**config.mk**
```make
export PLATFORM = sky130hd
export DESIGN_NAME = vid_addr_remap
export DESIGN_NICKNAME = d
export VERILOG_FILES = /design/src/rtl/vremap_pkg.sv /design/src/rtl/vremap_wrap.sv /design/src/rtl/vremap_rowsub.sv /design/src/rtl/vremap_bound.sv /design/src/rtl/vid_addr_remap.sv
export SDC_FILE = /design/constraint.sdc
export NUM_CORES = 1
export LEC_CHECK = 0
export CAP_MARGIN = 20
export CELL_PAD_IN_SITES_DETAIL_PLACEMENT = 1
export CELL_PAD_IN_SITES_GLOBAL_PLACEMENT = 1
export CORE_UTILIZATION = 16
export DETAILED_ROUTE_END_ITERATION = 7
export PLACE_DENSITY_LB_ADDON = 0.1
export SYNTH_ARGS = -nofsm -noshare
export SYNTH_HDL_FRONTEND = slang
export SYNTH_SLANG_ARGS = --single-unit
```
**constraint.sdc**
```tcl
create_clock -name clk -period 1.4 [get_ports clk]
set_input_delay 0.14 -clock clk [delete_from_list [all_inputs] [get_ports clk]]
set_output_delay 0.14 -clock clk [all_outputs]
set_load 0.02 [all_outputs]
```
**src/rtl/vremap_pkg.sv**
```systemverilog
package vremap_pkg;

  // Bit positions that the compatibility rewrites act on.
  localparam int unsigned ROW_POS_A   = 13;
  localparam int unsigned ROW_POS_B   = 14;
  localparam int unsigned WRAP_LO_SRC = 13;

  typedef struct packed {
    logic word_mode;
    logic wrap_hi;
    logic keep_a13;
    logic keep_a14;
  } remap_ctl_t;

endpackage

```
**src/rtl/vremap_wrap.sv**
```systemverilog
module vremap_wrap #(
  parameter int unsigned OFS_W  = 16,
  parameter int unsigned LO_SRC = 13
) (
  input  logic             clk,
  input  logic             rst_n,
  input  logic [OFS_W-1:0] ofs_in,
  input  logic             word_mode,
  input  logic             wrap_hi,
  output logic [OFS_W-1:0] ofs_out
);
  localparam int unsigned HI_SRC = OFS_W - 1;

  function automatic logic [OFS_W-1:0] word_wrap(
    input logic [OFS_W-1:0] a, input logic wm, input logic hi);
    logic [OFS_W-1:0] r;
    r = a;
    if (wm) r[0] = hi ? a[HI_SRC] : a[LO_SRC];
    return r;
  endfunction

  assign ofs_out = word_wrap(ofs_in, word_mode, wrap_hi);

  assert_passthru_R1: assert property (@(posedge clk) disable iff (!rst_n)
    !word_mode |-> ofs_out == ofs_in);
  assert_hi_src_R2: assert property (@(posedge clk) disable iff (!rst_n)
    (word_mode && wrap_hi) |-> (ofs_out[0] == ofs_in[HI_SRC] &&
                                ofs_out[OFS_W-1:1] == ofs_in[OFS_W-1:1]));
  assert_lo_src_R3: assert property (@(posedge clk) disable iff (!rst_n)
    (word_mode && !wrap_hi) |-> (ofs_out[0] == ofs_in[LO_SRC] &&
                                 ofs_out[OFS_W-1:1] == ofs_in[OFS_W-1:1]));
endmodule

```
**src/rtl/vremap_rowsub.sv**
```systemverilog
module vremap_rowsub #(
  parameter int unsigned OFS_W = 16,
  parameter int unsigned POS_A = 13,
  parameter int unsigned POS_B = 14
) (
  input  logic             clk,
  input  logic             rst_n,
  input  logic [OFS_W-1:0] ofs_in,
  input  logic [1:0]       row_lsb,
  input  logic             keep_a,
  input  logic             keep_b,
  output logic [OFS_W-1:0] ofs_out
);
  function automatic logic [OFS_W-1:0] row_patch(
    input logic [OFS_W-1:0] a, input logic [1:0] row,
    input logic ka, input logic kb);
    logic [OFS_W-1:0] r;
    r = a;
    if (!ka) r[POS_A] = row[0];
    if (!kb) r[POS_B] = row[1];
    return r;
  endfunction

  assign ofs_out = row_patch(ofs_in, row_lsb, keep_a, keep_b);

  assert_a13_sub_R4: assert property (@(posedge clk) disable iff (!rst_n)
    ofs_out[POS_A] == (keep_a ? ofs_in[POS_A] : row_lsb[0]));
  assert_a14_sub_R5: assert property (@(posedge clk) disable iff (!rst_n)
    ofs_out[POS_B] == (keep_b ? ofs_in[POS_B] : row_lsb[1]));
endmodule

```
**src/rtl/vremap_bound.sv**
```systemverilog
module vremap_bound #(
  parameter int unsigned LIN_W  = 18,
  parameter int unsigned SIZE_W = 19
) (
  input  logic [LIN_W-1:0]  lin_addr,
  input  logic [SIZE_W-1:0] mem_size,
  output logic              in_range
);
  localparam int unsigned PAD = SIZE_W - LIN_W;

  function automatic logic fits(
    input logic [LIN_W-1:0] a, input logic [SIZE_W-1:0] sz);
    return (sz != '0) && ({{PAD{1'b0}}, a} < sz);
  endfunction

  assign in_range = fits(lin_addr, mem_size);
endmodule

```
**src/rtl/vid_addr_remap.sv**
```systemverilog
module vid_addr_remap #(
  parameter int unsigned OFS_W   = 16,
  parameter int unsigned PLANE_W = 2,
  parameter int unsigned DATA_W  = 8,
  localparam int unsigned LIN_W  = OFS_W + PLANE_W,
  localparam int unsigned SIZE_W = LIN_W + 1
) (
  input  logic              clk,
  input  logic              rst_n,
  input  logic              req_valid,
  input  logic [OFS_W-1:0]  offset,
  input  logic [PLANE_W-1:0] plane,
  input  logic [1:0]        row_scan_lo,
  input  logic              word_mode,
  input  logic              wrap_hi,
  input  logic              keep_a13,
  input  logic              keep_a14,
  input  logic [SIZE_W-1:0] mem_size,
  output logic              mem_rd_en,
  output logic [LIN_W-1:0]  mem_addr,
  input  logic [DATA_W-1:0] mem_rdata,
  output logic              rd_valid,
  output logic [DATA_W-1:0] rd_data
);
  import vremap_pkg::*;

  remap_ctl_t       ctl;
  logic [OFS_W-1:0] wrapped_ofs;
  logic [OFS_W-1:0] patched_ofs;
  logic             addr_ok;
  logic             valid_q;
  logic             hit_q;

  assign ctl = '{word_mode: word_mode, wrap_hi: wrap_hi,
                 keep_a13: keep_a13, keep_a14: keep_a14};

  // Step 1: word-mode rewrite of bit 0.
  vremap_wrap #(.OFS_W(OFS_W), .LO_SRC(WRAP_LO_SRC)) u_wrap (
    .clk(clk), .rst_n(rst_n), .ofs_in(offset),
    .word_mode(ctl.word_mode), .wrap_hi(ctl.wrap_hi), .ofs_out(wrapped_ofs));

  // Step 2: row scan bits into the bank-select bits.
  vremap_rowsub #(.OFS_W(OFS_W), .POS_A(ROW_POS_A), .POS_B(ROW_POS_B)) u_rowsub (
    .clk(clk), .rst_n(rst_n), .ofs_in(wrapped_ofs), .row_lsb(row_scan_lo),
    .keep_a(ctl.keep_a13), .keep_b(ctl.keep_a14), .ofs_out(patched_ofs));

  function automatic logic [LIN_W-1:0] join_plane(
    input logic [PLANE_W-1:0] p, input logic [OFS_W-1:0] o);
    return {p, o};
  endfunction

  assign mem_addr = join_plane(plane, patched_ofs);

  vremap_bound #(.LIN_W(LIN_W), .SIZE_W(SIZE_W)) u_bound (
    .lin_addr(mem_addr), .mem_size(mem_size), .in_range(addr_ok));

  assign mem_rd_en = req_valid && addr_ok;

  always_ff @(posedge clk or negedge rst_n) begin
    if (!rst_n) begin
      valid_q <= 1'b0;
      hit_q   <= 1'b0;
    end else begin
      valid_q <= req_valid;
      hit_q   <= req_valid && addr_ok;
    end
  end

  assign rd_valid = valid_q;
  assign rd_data  = hit_q ? mem_rdata : '0;

  assert_order_R6: assert property (@(posedge clk) disable iff (!rst_n)
    (word_mode && !wrap_hi) |-> mem_addr[0] == offset[WRAP_LO_SRC]);
  assert_plane_field_R7: assert property (@(posedge clk) disable iff (!rst_n)
    mem_addr[LIN_W-1:OFS_W] == plane);
  assert_data_follows_req_R8: assert property (@(posedge clk) disable iff (!rst_n)
    req_valid |=> rd_valid);
  assert_idle_follows_R8: assert property (@(posedge clk) disable iff (!rst_n)
    !req_valid |=> !rd_valid);
  assert_no_oob_read_R9: assert property (@(posedge clk) disable iff (!rst_n)
    mem_rd_en |-> ({1'b0, mem_addr} < mem_size));
  assert_oob_zero_R9: assert property (@(posedge clk) disable iff (!rst_n)
    (req_valid && !mem_rd_en) |=> rd_data == '0);
  assert_zero_size_R10: assert property (@(posedge clk) disable iff (!rst_n)
    (mem_size == '0) |-> !mem_rd_en);
  always_comb begin
    if (!rst_n) assert_reset_idle_R11: assert (!rd_valid);
  end
endmodule

```
Word level (Yosys, flattened, before mapping)
Index checks and enable logic that the tools add are counted.
{"block": "op_classes", "n_reduce_logical": 3, "n_mux": 5, "bitwise": 0, "shift": 0, "addsub": 0, "eq_ne": 0, "div": 0, "multipliers": 0, "order_cmp": 1}
{"cell": "< comparator 18 x 19 -> 1 bit", "count": 1}
{"cell": "nonzero test 19 bit", "count": 1}
{"cell": "2-to-1 mux 8 bit", "count": 1}
{"cell": "2-to-1 mux 1 bit", "count": 4}
{"cell": "logical AND 1 bit", "count": 2}
{"block": "word_totals", "latch_bits": 0, "input_bits": 54, "rom_bits": 0, "ramBits": 0, "mem_count": 0, "ff_bits": 2}

Logic depth before layout (Yosys ltp)
Gate-level depths: netlist of the first run.
{"block": "logic_depth", "depth_word": 5, "mapped_depth": 7, "depth_no_buf": 7}

Cells and area by module
Synthesis of the first run repeated with hierarchy kept, for this count alone.
{"block": "unflattened", "hier_cells": 114, "area_unflattened_um2": 854.6}
{"mod": "vremap_bound", "cells_each": 67, "instances": 1, "area_per_inst_um2": 466.7, "seq_area_each_um2": 0.0}
{"mod": "vremap_rowsub", "cells_each": 16, "instances": 1, "area_per_inst_um2": 135.1, "seq_area_each_um2": 0.0}
{"mod": "vremap_wrap", "cells_each": 18, "instances": 1, "area_per_inst_um2": 131.4, "seq_area_each_um2": 0.0}
{"mod": "vid_addr_remap", "cells_each": 13, "instances": 1, "area_per_inst_um2": 121.4, "seq_area_each_um2": 50.0}

Worst setup path after synthesis of the first run
OpenSTA, ideal clock, no wires.
{"block": "synth_path", "kind": "input-to-reg", "from": "input keep_a13", "to": "register hit_q", "path_stages": 6, "slack_ns": -0.307, "arrival_ns": 1.548, "required_time_ns": 1.241, "n_path_buf": 0, "path_cell_list": "mux2_2 ha_1 a21o_1 a21oi_1 nor2_1 a211oi_2"}
{"block": "synth_via", "elab_chain_cells": 4}
{"item": "start: declaration", "line": "vid_addr_remap.sv:16", "rtl": "input logic keep_a13,"}
{"item": "2-to-1 mux 1 bit", "line": "vremap_rowsub.sv:19", "rtl": "if (!ka) r[POS_A] = row[0];"}
{"item": "< comparator 18 x 19 -> 1 bit", "line": "vremap_bound.sv:13", "rtl": "return (sz != '0) && ({{PAD{1'b0}}, a} < sz);"}
{"item": "logical AND 1 bit", "line": "vremap_bound.sv:13"}
{"item": "logical AND 1 bit"}
{"item": "via mem_rd_en", "line": "vid_addr_remap.sv:19", "rtl": "output logic mem_rd_en,"}
{"item": "end signal: assignment", "line": "vid_addr_remap.sv:65", "rtl": "hit_q <= req_valid && addr_ok;"}
{"item": "end: declaration", "line": "vid_addr_remap.sv:32", "rtl": "logic hit_q;"}
The timed path passes the listed nets, and every way through them passes these cells.

Worst setup path in the final report of the first run
{"block": "layout_path", "from": "input keep_a14", "to": "output mem_rd_en"}
{"block": "layout_via", "elab_chain_cells": 4}
{"item": "start: declaration", "line": "vid_addr_remap.sv:17", "rtl": "input logic keep_a14,"}
{"item": "2-to-1 mux 1 bit", "line": "vremap_rowsub.sv:20", "rtl": "if (!kb) r[POS_B] = row[1];"}
{"item": "< comparator 18 x 19 -> 1 bit", "line": "vremap_bound.sv:13"}
{"item": "logical AND 1 bit", "line": "vremap_bound.sv:13"}
{"item": "logical AND 1 bit", "line": "vid_addr_remap.sv:57", "rtl": "assign mem_rd_en = req_valid && addr_ok;"}
{"item": "end: declaration", "line": "vid_addr_remap.sv:19"}
Every way passes these cells.

==> metrics.txt, run 1 <==
# Max-Cap Violations 0; DR vias 1,003; peak supply drop 0.000296 V; Crit path largest cell delay 320 ps; CTS Hold Bufs 0; PnR worst setup slack -249 ps; total core area 4410 µm²; Syn Inst Count 98; DRC 0; max frequency 0.606 GHz; gr ovfl total 0; Pins Over Slew Limit 0; Place WS -1200 ps; CTS tree built; global-route wire length before repair 4.95 mm; vias per cell 4.30; vias in the first global route 1,156; nets@finish 254; Pwr per Cell Area 474 nW/µm²; dpl cell area 1610 µm²; static leakage 0.000858 µW; syn_nets 169; final instance area 1790 µm²; Starting Density 16.9%; final worst path period share 118%; Ports 82; gr usage total 12.1%; ant diodes 0; Final Core Density 40.6%; CP max stage cell mux2_4; FP Rows 24; WL per Instance 13.3 µm; gp weighted congestion 0.822; DRT Wirelength 3.09 mm; Startpoint Class input port; Period minus WS final 1650 ps; Final Hold Fails 0; synthesis warning total 0; htree depth 1; layout cell share with drive strength beyond 1 47.0%; critical path class in -> out; CP cell instances dlygate4sd2_1, mux2_4, ha_4, a21oi_2, nor2_1, a211oi_2, buf_4; Sink Count 2; Final ANT Viol Nets 0; CP Max Fanout 2; Clock Path Buffers 2; worst path required time 1260 ps; clock buffer count from CTS 3; Layout fillers 519; measured slew at the worst slew-check pin 242 ps; die area 4950 µm²; post-DP HPWL 2.57 mm; Final Setup Violations 1; violated checks setup timing; Worst setup EP type primary output; pin count of the biggest net entering global routing 9; sequential area share after synthesis 6.70%; initial DRC count 13; Unique masters post-synth 23; clk slew on worst S/H paths 30 ps; Rel. slew slack 83.9%; post-synthesis register bit count 2; RSZ-0062 raised after global routing yes; initial antenna violation count 0; Multi-input gate area 772 µm²; drt pass-1 iters 4; WP data arrival 1510 ps; status complete, but fails checks; IO Port Bufs 81; hold slack 93.5 ps; Tot Pwr 849 µW; Die Span Y 70.3 µm; worst hold path type in -> async; FF+latch area 50.0 µm²; synth-to-layout area growth 140%; Root Buffer clkbuf_8; Netlist Area Pre-Place 747 µm²; syn_area_per_cell 7.62 µm²; width of the die 70.3 µm
## final cells by class
type / instances / share of cell area, %
Multi-Input combinational cell: 64 / 43.1
Clock buffer: 3 / 2.30
Inverter: 17 / 3.56
Tap cell: 52 / 3.63
Sequential cell: 2 / 2.79
Timing Repair Buffer: 95 / 44.7
## power breakdown
| group | switching, µW | internal [µW] | total, µW | leakage, µW |
|---|---|---|---|---|
| Sequential | 3.86 | 62.2 | 66.1 | 0.0000238 |
| Combinational | 250 | 305 | 554 | 0.000812 |
| Clock | 47.0 | 182 | 229 | 0.0000216 |
## worst max-delay path, delay by kind of cell
family | cells | cell delay, ps
compound gates | 2 | 330
simple gates | 1 | 60
fa+ha+maj | 1 | 250
buf+inv | 2 | 430
mux | 1 | 320
## sequential cells by signal, indices dropped and copies added, names as in the netlist
name	count
rd_valid	1
hit_q	1
## metrics by stage
stage	cells	setup TNS (ps)
6_report	233	-249
5_1_grt	233	-394
4_1_cts	232	-456
3_5_place_dp	227	-3090
3_3_place_gp	227	-3030
2_1_floorplan	98	-201
## cell usage in the layout, fill, tap and decap left out, types with 2 or more instances in the layout
cell type / n
buf_2: 8
a21o_1: 3
and2_1: 8
nor2_1: 3
a21oi_2: 5
o211ai_1: 2
mux2_4: 2
ha_4: 11
ha_2: 2
inv_2: 7
buf_6: 8
nand4_1: 2
nand2_1: 2
nand2_2: 2
ha_1: 4
clkdlybuf4s15_1: 4
clkdlybuf4s50_1: 26
inv_1: 10
dfrtp_1: 2
dlygate4sd2_1: 20
clkbuf_8: 3
dlymetal6s2s_1: 3
a21oi_1: 2
clkbuf_2: 15
buf_4: 11
nor4_4: 4
## cell families (layout without fill, tap and decap cells)
| kind of cell | count (synthesis) | count (layout) | share of synthesized area (%) |
|---|---|---|---|
| compound gates | 17 | 17 | 14.6 |
| fa+ha+maj | 17 | 17 | 28.5 |
| buf+inv | 32 | 115 | 23.6 |
| flops | 2 | 2 | 6.70 |
| mux | 3 | 3 | 4.35 |
| simple gates | 27 | 27 | 22.3 |
## timing repair
action                                  in CTS  in global routing
resized for setup                          110                 68
endpoints found under the setup margin      16                  4
pin swaps                                   33                 32
setup buffers                                2                  1
## path summary, 6_finish.rpt
path	start	end	slack, ps	cells after the start
setup / recovery	keep_a14	mem_rd_en	-250	7
hold / removal	rst_n	rd_valid$_DFF_PN0_	90	1
max in group asynchronous	rst_n	hit_q$_DFF_PN0_	1190	1
min in group clk	req_valid	rd_valid$_DFF_PN0_	430	1
## Yosys cell counts
cell / n / share of area, %
buf_4: 15 / 15
and2_1: 8 / 6.7
nand3_1: 1 / 0.67
inv_1: 17 / 8.5
nand4b_1: 1 / 1.2
a21oi_1: 8 / 5.4
mux2_2: 2 / 3.0
nor4_1: 2 / 1.7
o211ai_1: 2 / 2.0
a21o_1: 3 / 3.0
o21ai_0: 2 / 1.3
nand4_1: 2 / 1.7
and4_1: 1 / 1.2
a211oi_2: 1 / 1.7
dfrtp_1: 2 / 6.7
ha_1: 17 / 28
mux2i_1: 1 / 1.3
nor2b_1: 1 / 0.84
nand2_1: 4 / 2.0
nor4_2: 2 / 3.3
or4_1: 1 / 1.0
a221oi_1: 1 / 1.2
nor2_1: 4 / 2.0
## metal layers
metal  vias to the layer above  track usage [%]  share of wire [%]
met5                         -                0                  0
met4                         0             3.33               0.61
met3                         2             1.15                7.1
met2                        52             23.7                 55
met1                       459             13.4                 38
li1                        490                -                  -
No activity file was read; power rests on OpenSTA's default activity.
==> inputs of run 2 (changes only) <==
--- a/config.mk
+++ b/config.mk
@@ -8,7 +8,7 @@
 export CAP_MARGIN = 20
 export CELL_PAD_IN_SITES_DETAIL_PLACEMENT = 1
 export CELL_PAD_IN_SITES_GLOBAL_PLACEMENT = 1
-export CORE_UTILIZATION = 16
+export CORE_UTILIZATION = 19
 export DETAILED_ROUTE_END_ITERATION = 7
 export PLACE_DENSITY_LB_ADDON = 0.1
 export SYNTH_ARGS = -nofsm -noshare
==> constraint.sdc (replaced) <==
create_clock -name clk -period 2 [get_ports clk]
set_input_delay 0.3 -clock clk [delete_from_list [all_inputs] [get_ports clk]]
set_output_delay 0.3 -clock clk [all_outputs]
set_load 0.02 [all_outputs]
==> metrics.txt, run 2 (synthesis results as in run 1) <==
Starting Density 20.1% (was 16.9%); PnR worst setup slack -3.73 ps (was -249 ps); Buf/Inv on CP 2 (unchanged); commonest cells after routing, fill and taps aside 37 x clkdlybuf4s50_1, 15 x clkbuf_2, 15 x buf_4 (was 26 x clkdlybuf4s50_1, 20 x dlygate4sd2_1, 15 x clkbuf_2); Crit path largest cell delay 280 ps (was 320 ps); Layout fillers 435 (was 519); pin count of the biggest net entering global routing 9 (unchanged); initial antenna violation count 0 (unchanged); CTS Hold Bufs 0 (unchanged); vias in the first global route 1,024 (was 1,156); CP cell instances clkdlybuf4s15_1, mux2_4, ha_4, a21o_1, a21oi_2, nor2_1, a211oi_2, buf_4 (was dlygate4sd2_1, mux2_4, ha_4, a21oi_2, nor2_1, a211oi_2, buf_4); worst path required time 1700 ps (was 1260 ps); Clock Path Buffers 2 (unchanged); initial DRC count 5 (was 13); synth-to-layout area growth 147% (was 140%); Final Setup Violations 1 (unchanged); Die Span Y 64.7 µm (was 70.3 µm); violated checks setup timing (unchanged); DRT Wirelength 3.07 mm (was 3.09 mm); Final Hold Fails 0 (unchanged); CP delay by family, top compound AO/OA/AOI/OAI gates (was buffers and inverters); WP data arrival 1700 ps (was 1510 ps); Sink Count 2 (unchanged); Non-Filler Instances 231 (was 233); Pins Over Slew Limit 0 (unchanged); IO Port Bufs 81 (unchanged); htree depth 1 (unchanged); worst hold path type in -> async (unchanged); Setup TNS -3.73 ps (was -249 ps); post-DP HPWL 2.50 mm (was 2.57 mm); CP Max Fanout 2 (unchanged); die area 4190 µm² (was 4950 µm²); clk slew on worst S/H paths 30 ps (about the same); Pwr per Cell Area 333 nW/µm² (was 474 nW/µm²); width of the die 64.7 µm (was 70.3 µm); Final ANT Viol Nets 0 (unchanged); RSZ-0062 raised after global routing yes (unchanged); CTS tree built (unchanged); status complete, but fails checks (unchanged); Rel. slew slack 84.6% (was 83.9%); Ports 82 (unchanged); CP max stage cell mux2_4 (unchanged); nets@finish 256 (was 254); layout cell share with drive strength beyond 1 46.4% (was 47.0%); dpl cells 225 (was 227); gr usage total 14.4% (was 12.1%); most common cell after layout, fill and taps aside clkdlybuf4s50_1 (unchanged); vias per cell 4.41 (was 4.30); total core area 3720 µm² (was 4410 µm²); WL per Instance 13.3 µm (about the same); ant diodes 0 (unchanged); # Max-Cap Violations 0 (unchanged); final worst path period share 100%; Period minus WS final 2000 ps; critical path class in -> out (unchanged); FP Rows 22 (was 24); max frequency 0.499 GHz; drt pass-1 iters 4 (unchanged); static leakage 0.000871 µW (was 0.000858 µW); Startpoint Class input port (unchanged); global-route wire length before repair 4.58 mm (was 4.95 mm); gp weighted congestion 0.755 (was 0.822); clock buffer count from CTS 3 (unchanged); peak supply drop 0.000131 V (was 0.000296 V); DR vias 1,018 (was 1,003); Root Buffer clkbuf_8 (unchanged); gr ovfl total 0 (unchanged); DRC 0 (unchanged); Worst setup EP type primary output (unchanged); measured slew at the worst slew-check pin 226 ps (was 242 ps)
[run 2: layout make-up]
cell class	count	area, µm²	share of cell area, %
timing repair buffer	97	855	46.4
multi-input combinational	64	773	42.0
inverter	17	63.8	3.46
tap	48	60.1	3.26
sequential	2	50.0	2.72
clock buffer	3	41.3	2.24
[run 2: path summary, 6_finish.rpt]
check                      cells after the start                 end            from
max                                            8           mem_rd_en  row_scan_lo[0]
min                                            1     hit_q$_DFF_PN0_           rst_n
max in group asynchronous                      1  rd_valid$_DFF_PN0_           rst_n
min in group clk                               1  rd_valid$_DFF_PN0_       req_valid
[run 2: timing repair]
| action | 4_1_cts | 5_1_grt |
|---|---|---|
| pin swaps | 26 | 36 |
| resized for setup | 86 | 76 |
| endpoints found under the setup margin | 3 | 1 |
| setup buffers | 3 | 1 |
[run 2: where the power goes]
group,switching (µW),internal [µW]
clock,37.5,128
sequential,2.72,43.5
combinational,174,228
total,214,399
[run 2: routing by layer]
| metal | share of wire (%) | GRT usage, % | vias to the layer above |
|---|---|---|---|
| met5 | 0 | 0 | - |
| met4 | 1.8 | 7.50 | 0 |
| met3 | 6.7 | 2.46 | 4 |
| met2 | 55 | 26.6 | 52 |
| met1 | 36 | 15.3 | 468 |
| li1 | - | - | 494 |
[run 2: stage by stage]
| step | setup WS [ps] | total power [µW] | hold WS (ps) | area, µm² | utilization, % |
|---|---|---|---|---|---|
| after floorplan | 39.3 | 193 | 4.41 | 747 | - |
| after global placement | -941 | 392 | 468 | 1600 | 43.1 |
| after detailed placement | -968 | 398 | 473 | 1600 | 43.1 |
| after CTS | -179 | 581 | 247 | 1740 | 46.9 |
| after global routing | -54.8 | 656 | 253 | 1840 | 49.6 |
| final | -3.73 | 613 | 249 | 1840 | 49.6 |
==> inputs of run 3 (changes only) <==
--- a/config.mk
+++ b/config.mk
@@ -11,6 +11,7 @@
 export CORE_UTILIZATION = 19
 export DETAILED_ROUTE_END_ITERATION = 7
 export PLACE_DENSITY_LB_ADDON = 0.1
+export SKIP_CTS_REPAIR_TIMING = 1
 export SYNTH_ARGS = -nofsm -noshare
 export SYNTH_HDL_FRONTEND = slang
 export SYNTH_SLANG_ARGS = --single-unit
==> metrics.txt, run 3 (synthesis results as in run 1) <==
Period minus WS final 2130 ps (was 2000 ps); synth-to-layout area growth 159% (was 147%); htree depth 1 (unchanged); WL per Instance 13.7 µm (was 13.3 µm); initial antenna violation count 0 (unchanged); Root Buffer clkbuf_8 (unchanged); Final Hold Fails 0 (unchanged); RSZ-0062 raised after global routing yes (unchanged); total core area 3720 µm² (unchanged); Place WS -968 ps (unchanged); DRT Wirelength 3.16 mm (was 3.07 mm); ant diodes 0 (unchanged); most common cell after layout, fill and taps aside clkdlybuf4s50_1 (unchanged); initial DRC count 3 (was 5); clk slew on worst S/H paths 30 ps (about the same); gp weighted congestion 0.755 (unchanged); vias per cell 4.39 (was 4.41); DR vias 1,015 (was 1,018); Layout fillers 427 (was 435); Sink Count 2 (unchanged); layout cell share with drive strength beyond 1 26.8% (was 46.4%); DRC 0 (unchanged); peak supply drop 0.000129 V (was 0.000131 V); width of the die 64.7 µm (unchanged); Clock Path Buffers 2 (unchanged); FP Rows 22 (unchanged); critical path class in -> out (unchanged); static leakage 0.00111 µW (was 0.000871 µW); final worst path period share 107% (was 100%); Worst setup EP type primary output (unchanged); commonest cells after routing, fill and taps aside 42 x clkdlybuf4s50_1, 35 x dlymetal6s2s_1, 16 x inv_1, 16 x buf_4 (was 37 x clkdlybuf4s50_1, 15 x clkbuf_2, 15 x buf_4); post-DP HPWL 2.50 mm (unchanged); Starting Density 20.1% (unchanged); Pins Over Slew Limit 0 (unchanged); dpl cell area 1600 µm² (unchanged); final instance area 1930 µm² (was 1840 µm²); Final Setup Violations 1 (unchanged); global-route wire length before repair 4.34 mm (was 4.58 mm); WP data arrival 1830 ps (was 1700 ps); clock buffer count from CTS 3 (unchanged); PnR worst setup slack -132 ps (was -3.73 ps); IO Port Bufs 81 (unchanged); Rel. slew slack 85.8% (was 84.6%); Final ANT Viol Nets 0 (unchanged); gr ovfl total 0 (unchanged); Pwr per Cell Area 315 nW/µm² (was 333 nW/µm²); # Max-Cap Violations 0 (unchanged); CP Max Fanout 2 (unchanged); nets@finish 256 (unchanged); Final Core Density 52.0% (was 49.6%); Startpoint Class input port (unchanged); Die Span Y 64.7 µm (unchanged); Ports 82 (unchanged); gr usage total 13.5% (was 14.4%); pin count of the biggest net entering global routing 9 (unchanged); drt pass-1 iters 2 (was 4); CP startpoint row_scan_lo[1] (was row_scan_lo[0]); worst path required time 1700 ps (about the same); status complete, but fails checks (unchanged); worst hold path type in -> async (unchanged); CTS tree built (unchanged); die area 4190 µm² (unchanged); violated checks setup timing (unchanged); measured slew at the worst slew-check pin 209 ps (was 226 ps); vias in the first global route 998 (was 1,024); max frequency 0.469 GHz (was 0.499 GHz)
run 3: cell count changes in the layout (fill, tap and decap cells not counted), sizes merged:
cell	delta
clkbuf	-13
clkdlybuf4s15	-6
buf	-8
dlymetal6s2s	+28
clkdlybuf4s50	+5
dlygate4sd2	-6
run 3: critical path, stage by stage:
cell	delay [ps]
clkdlybuf4s50_1	410
mux2_4	290
ha_4	220
nand4_1	90
nor2_1	60
a211oi_2	270
buf_4	190
run 3: power by group:
part | internal (µW) | total (µW) | switching, µW
Combinational | 232 | 396 | 163
Sequential | 43.5 | 46.5 | 2.97
Clock | 128 | 166 | 37.8
Total | 404 | 608 | 204
run 3: path summary, 6_finish.rpt:
| check | endpoint | cells past startpoint |
|---|---|---|
| setup / recovery | mem_rd_en | 7 |
| hold / removal | hit_q$_DFF_PN0_ | 1 |
| max in group asynchronous | rd_valid$_DFF_PN0_ | 1 |
| min in group clk | rd_valid$_DFF_PN0_ | 1 |
run 3: stage by stage:
| stage | hold WS (ps) | power, µW | std cells | TNS [ps] |
|---|---|---|---|---|
| after floorplan | 4.41 | 193 | 98 | 0 |
| after global placement | 468 | 392 | 225 | -1280 |
| after detailed placement | 473 | 398 | 225 | -1310 |
| after CTS | 247 | 568 | 228 | -1110 |
| after global routing | 253 | 652 | 231 | -198 |
| final | 247 | 608 | 231 | -132 |
run 3: layer usage:
metal  GRT usage, %  wire (µm)  part of all wire (%)  up-vias
li1               -          -                     -      494
met1           14.2       1160                    37      464
met5              0          0                     0        -
met3           2.46        221                   7.0        4
met2           24.7       1730                    55       53
met4           7.50         53                   1.7        0
run 3: area by class of cell:
| class | count | area, µm² | area share, % |
|---|---|---|---|
| inverters | 17 | 63.8 | 3.30 |
| well taps | 48 | 60.1 | 3.11 |
| multi-input cells | 64 | 703 | 36.4 |
| flip-flops and latches | 2 | 50.0 | 2.59 |
| repair buffers | 97 | 1010 | 52.5 |
| clock buffers | 3 | 41.3 | 2.14 |
